**src/rtl/token_gate_ctrl.sv**
```systemverilog
module token_gate_ctrl #(
  parameter int WIRE_W = 12,
  parameter int CTR_W  = 16,
  parameter int MAC_W  = 64,
  parameter int KEY_W  = 128
) (
  input  logic              clk,
  input  logic              rst_n,
  input  logic              cmd_valid,
  input  logic [2:0]        cmd_op,
  input  logic [WIRE_W-1:0] cmd_a,
  input  logic [WIRE_W-1:0] cmd_b,
  input  logic [WIRE_W-1:0] cmd_c,
  input  logic [MAC_W-1:0]  cmd_mac,
  input  logic [MAC_W-1:0]  mac_calc,
  input  logic [KEY_W-1:0]  key_in,
  output logic              rsp_valid,
  output logic              rsp_ok,
  output logic [CTR_W-1:0]  sess_id,
  output logic              key_valid,
  output logic [KEY_W-1:0]  key_out
);

  localparam logic [2:0] OP_START = 3'd0;
  localparam logic [2:0] OP_HDR   = 3'd1;
  localparam logic [2:0] OP_GATE  = 3'd2;
  localparam logic [2:0] OP_OUT   = 3'd3;
  localparam logic [2:0] OP_MAC   = 3'd4;
  localparam int IDX_W = WIRE_W + 1;

  typedef enum logic [2:0] {PH_IDLE, PH_HDR, PH_BODY, PH_DONE, PH_ERR} phase_t;

  logic [CTR_W-1:0]  sess_ctr = '0;
  phase_t            phase, phase_nx;
  logic [IDX_W-1:0]  gmin;
  logic [WIRE_W-1:0] out_left;
  logic              out_seen;
  logic              rel;
  logic              good;

  wire              is_start = cmd_op == OP_START;
  wire              ctr_full = &sess_ctr;
  wire [IDX_W-1:0]  arg_a    = {1'b0, cmd_a};
  wire              in_body  = phase == PH_BODY;
  wire [MAC_W-1:0]  mac_diff = cmd_mac ^ mac_calc;
  wire              mac_eq   = ~|mac_diff;

  wire start_ok = !ctr_full;
  wire hdr_ok   = phase == PH_HDR;
  wire gate_ok  = in_body && !out_seen && (arg_a >= gmin);
  wire out_ok   = in_body && (out_left != '0) && (arg_a < gmin);
  wire mac_ok   = in_body && (out_left == '0) && mac_eq;

  always_comb begin
    case (cmd_op)
      OP_START: good = start_ok;
      OP_HDR:   good = hdr_ok;
      OP_GATE:  good = gate_ok;
      OP_OUT:   good = out_ok;
      OP_MAC:   good = mac_ok;
      default:  good = 1'b0;
    endcase
  end

  always_comb begin
    phase_nx = phase;
    if (cmd_valid) begin
      if (is_start)
        phase_nx = start_ok ? PH_HDR : PH_ERR;
      else if (good) begin
        if (cmd_op == OP_HDR) phase_nx = PH_BODY;
        else if (cmd_op == OP_MAC) phase_nx = PH_DONE;
      end else if (phase == PH_HDR || phase == PH_BODY)
        phase_nx = PH_ERR;
    end
  end

  always_ff @(posedge clk)
    if (rst_n && cmd_valid && is_start && start_ok)
      sess_ctr <= sess_ctr + 1'b1;

  always_ff @(posedge clk or negedge rst_n) begin
    if (!rst_n) begin
      phase     <= PH_IDLE;
      gmin      <= '0;
      out_left  <= '0;
      out_seen  <= 1'b0;
      rel       <= 1'b0;
      rsp_valid <= 1'b0;
      rsp_ok    <= 1'b0;
    end else begin
      phase     <= phase_nx;
      rsp_valid <= cmd_valid;
      rsp_ok    <= cmd_valid && good;
      if (cmd_valid) begin
        if (is_start) rel <= 1'b0;
        if (good) begin
          case (cmd_op)
            OP_HDR: begin
              gmin     <= {1'b0, cmd_a} + {1'b0, cmd_b};
              out_left <= cmd_c;
              out_seen <= 1'b0;
            end
            OP_GATE: gmin <= arg_a + 1'b1;
            OP_OUT: begin
              out_left <= out_left - 1'b1;
              out_seen <= 1'b1;
            end
            OP_MAC:  rel <= 1'b1;
            default: ;
          endcase
        end
      end
    end
  end

  assign sess_id   = sess_ctr;
  assign key_valid = rel;
  assign key_out   = rel ? key_in : '0;

  AST_RSP_FOLLOWS: assert property (@(posedge clk) disable iff (!rst_n)
    cmd_valid |=> rsp_valid);
  AST_RSP_QUIET: assert property (@(posedge clk) disable iff (!rst_n)
    !cmd_valid |=> !rsp_valid);
  AST_SID_STEP: assert property (@(posedge clk) disable iff (!rst_n)
    (rsp_valid && rsp_ok && $past(cmd_op) == OP_START) |-> sess_id == CTR_W'($past(sess_id) + 1'b1));
  AST_SID_HOLD: assert property (@(posedge clk) disable iff (!rst_n)
    !(cmd_valid && is_start) |=> $stable(sess_id));
  AST_ERR_LOCK: assert property (@(posedge clk) disable iff (!rst_n)
    (phase == PH_ERR && cmd_valid && !is_start) |=> (rsp_valid && !rsp_ok));
  AST_KEY_AFTER_MAC: assert property (@(posedge clk) disable iff (!rst_n)
    $rose(key_valid) |-> $past(cmd_valid && cmd_op == OP_MAC));
  AST_KEY_CLR_START: assert property (@(posedge clk) disable iff (!rst_n)
    (cmd_valid && is_start) |=> !key_valid);

endmodule

```
**config.mk**
```make
export PLATFORM = sky130hd
export DESIGN_NAME = token_gate_ctrl
export DESIGN_NICKNAME = d
export VERILOG_FILES = /design/src/rtl/token_gate_ctrl.sv
export SDC_FILE = /design/constraint.sdc
export NUM_CORES = 1
export LEC_CHECK = 0
export BUFFER_PORTS_ARGS = -buffer_cell sky130_fd_sc_hd__buf_4
export CORE_AREA = 3 3 172 174
export CTS_BUF_LIST = sky130_fd_sc_hd__clkbuf_4
export CTS_CLUSTER_SIZE = 8
export DETAILED_ROUTE_END_ITERATION = 8
export DIE_AREA = 0 0 175 177
export HOLD_SLACK_MARGIN = 0.1
export SYNTH_ARGS = -nofsm -noshare
export SYNTH_HDL_FRONTEND = slang
export SYNTH_SLANG_ARGS = --single-unit
```
**constraint.sdc**
```tcl
create_clock -name clk -period 3.45 [get_ports clk]
set_input_delay 0.345 -clock clk [delete_from_list [all_inputs] [get_ports clk]]
set_output_delay 0.345 -clock clk [all_outputs]
set_load 0.05 [all_outputs]
```
==> flow_summary.json <==
{
  "status": "finished, final reports clean",
  "met3_length_um": 2080,
  "grt_max_degree": 131,
  "first_pass_iters": 4,
  "antenna_found_initial": 2,
  "ys_types": 54,
  "clockBufferDepth": 2,
  "cts_root_buffer": "clkbuf_4",
  "die_area_um2": 31000,
  "cpPeakStageDelay_ps": 570,
  "maxCapViolCount": 0,
  "crit_path_start_kind": "register",
  "die_w_um": 175,
  "finalCritPeriodShare_pct": 92.2,
  "finalMaxSlewViolations": 0,
  "synthTopCellsByArea": "and2_1, dfrtp_1, edfxtp_1",
  "netlist_instances": 570,
  "vias": 5809,
  "first_global_vias": 6077,
  "synth_area_leader_cell": "and2_1",
  "ys_ff_latch": 48,
  "layout-drive-gt1-share_pct": 47.0,
  "insertion_delay_ps": 390,
  "relSlewSlack_pct": 33.5,
  "worst_slack_ps": 269,
  "fin_crit_ps": 3180,
  "io_pins": 445,
  "critPathTopFamily": "simple AND/OR/NAND/NOR gates",
  "path_max_fanout": 8,
  "worstSetupPathType": "register to register",
  "peakVddDrop_v": 0.000167,
  "syn-num-nets": 896,
  "rrSetupSlack_ps": 270,
  "final_common_cell": "buf_4",
  "gp_congestion": 0.913,
  "core_um2": 27900,
  "mostFrequentLayoutCells": "buf_4, and2_1, xnor2_1",
  "yosysTopAreaCellShare_pct": 16.9,
  "async_flop_share_pct": 66.7,
  "drt_wl_total_um": 26700,
  "syn_avg_cell_area_um2": 8.42,
  "grt_overflow_total": 0,
  "finalSetupViolCount": 0,
  "ant_nets": 0,
  "cp-end-kind": "register",
  "hold_violations": 0,
  "p_leak_uw": 0.00425,
  "fmax_ghz": 0.314,
  "critPathSlowestCell": "or4_4",
  "clk_pin_slew_ps": 170,
  "drtIter0Drc": 214,
  "cts-resized-gates": 0,
  "finalSetupTns_ps": 0,
  "worst_pin_slew_ps": 998,
  "hpwl_um": 23400,
  "synth_edf_count": 16,
  "power_density_nw_per_um2": 326,
  "placementRows": 61,
  "portBuffers": 444,
  "crit_chain": "or4_4 > nor4_2 > nand4b_1 > nor4_1 > nand3_1 > nand3_2 > and3_1 > buf_4 > mux2i_1",
  "post-place-ws_ps": 293,
  "finClkSkew_ps": 12.7,
  "cp.required_ps": 3770,
  "wl_met1_um": 10500,
  "path_buf_inv": 1,
  "worstPathArrival_ps": 3500,
  "synth_warnings": 0,
  "met2_length_um": 13500,
  "nets": 1333,
  "wl_per_cell_um": 19.2,
  "drc_errors": 0,
  "rsz0062_at_grt": "false",
  "htreeDepth": 2,
  "synth-main-ff-cell": "dfrtp_1",
  "cts_tree": "built",
  "top_layer_used": "met5",
  "start_util_pct": 17.2,
  "synth_area_um2": 4800,
  "hold_class": "input pin to register",
  "syn2layout_area_growth_pct": 80.1,
  "numCtsBuffers": 5,
  "grt_usage_pct": 16.3,
  "via_per_inst": 4.19,
  "ys_seq_area_share_pct": 26.7,
  "grt_pass1_wl_um": 38000,
  "clock-sinks": 48,
  "die_h_um": 177
}
flip-flops by register name (all words and copies together), names as in the netlist, named ones only:
name	count
phase	3
rsp_ok	1
gmin	13
out_left	12
out_seen	1
sess_id	16
rsp_valid	1
path summary, 6_finish.rpt:
kind                             endpoint  cells after the start   startpoint
worst max register to register    gmin[3]                      9  out_left[4]
worst min-delay path            rsp_valid                      1    cmd_valid
max in group asynchronous       async pin                      2        rst_n
worst min register to register   out_seen                      2     out_seen
worst max-delay path              gmin[3]                      9  out_left[4]
min in group asynchronous         gmin[6]                      2        rst_n
final cells by class:
type | instances | area, um^2
clock inverters | 3 | 46.3
repair buffers | 452 | 3400
well taps | 378 | 473
flip-flops and latches | 48 | 1280
multi-input cells | 477 | 3320
inverters | 23 | 86.3
diodes | 1 | 2.50
fillers | 3050 | 19300
clock buffers | 5 | 37.5
cells by family (layout without fill, tap and decap cells):
logic type,Yosys count,count (layout),share of synthesized area [%]
compound gates,82,82,10.4
xor+xnor,88,88,16.1
fa+ha+maj,28,28,7.45
buf+inv,45,483,4.12
flops,48,48,26.7
mux,13,13,3.02
other cells,0,1,0
simple gates,266,266,32.3
power by group:
| group | total (uW) | switching [uW] | leakage [uW] | internal (uW) |
|---|---|---|---|---|
| clock network | 375 | 220 | 0.0000418 | 155 |
| registers | 797 | 115 | 0.000521 | 681 |
| logic | 1650 | 968 | 0.00368 | 678 |
| total | 2820 | 1300 | 0.00425 | 1510 |
routing by layer:
| layer | up-vias | global-route usage (%) |
|---|---|---|
| li1 | 2808 | - |
| met1 | 2674 | 19.1 |
| met2 | 301 | 29.9 |
| met3 | 24 | 3.84 |
| met4 | 2 | 4.29 |
| met5 | - | 0 |
worst reg2reg max path, stage by stage (launching register included):
cell and delay [ps]:
dfrtp_1 490, or4_4 570, nor4_2 160, nand4b_1 210, nor4_1 300, nand3_1 230, nand3_2 190, and3_1 520
buf_4 250, mux2i_1 180
metrics by stage:
stage / power, uW / cell area, um^2 / util [%] / std cells / hold slack [ps]
floorplan: 1760 / 4800 / - / 570 / 49.4
global placement: 2460 / 8550 / 30.6 / 1377 / 336
detailed placement: 2470 / 8550 / 30.6 / 1377 / 341
CTS: 2870 / 8650 / 31.0 / 1386 / 140
global route: 3010 / 8650 / 31.0 / 1387 / 134
finish: 2820 / 8650 / 31.0 / 1387 / 164
repair_timing:
item	4_1_cts	5_1_grt
buffers inserted	0	0
endpoints found under the hold margin	32	0
setup endpoints to repair	0	0
hold buffers	1	0
synth_stat cells, types with 2 or more instances:
library cell    n
a211oi_1        4
a21oi_1        27
a22oi_1         3
a2bb2oi_1       2
a31oi_1         4
and2_1        130
and3_1          7
clkbuf_1       18
dfrtp_1        32
edfxtp_1       16
ha_1           27
inv_1          23
mux2_4          3
mux2i_1        10
nand2_1        20
nand2b_1        6
nand3_1        13
nand4_1        12
nand4b_1        2
nor2_1         27
nor2b_1        13
nor3_1         13
nor3b_1         2
nor4_1         11
o21ai_0        27
o22ai_1         2
o31ai_1         2
or2_2           2
xnor2_1        46
xor2_1         42
(Power assumes the default switching activity.)
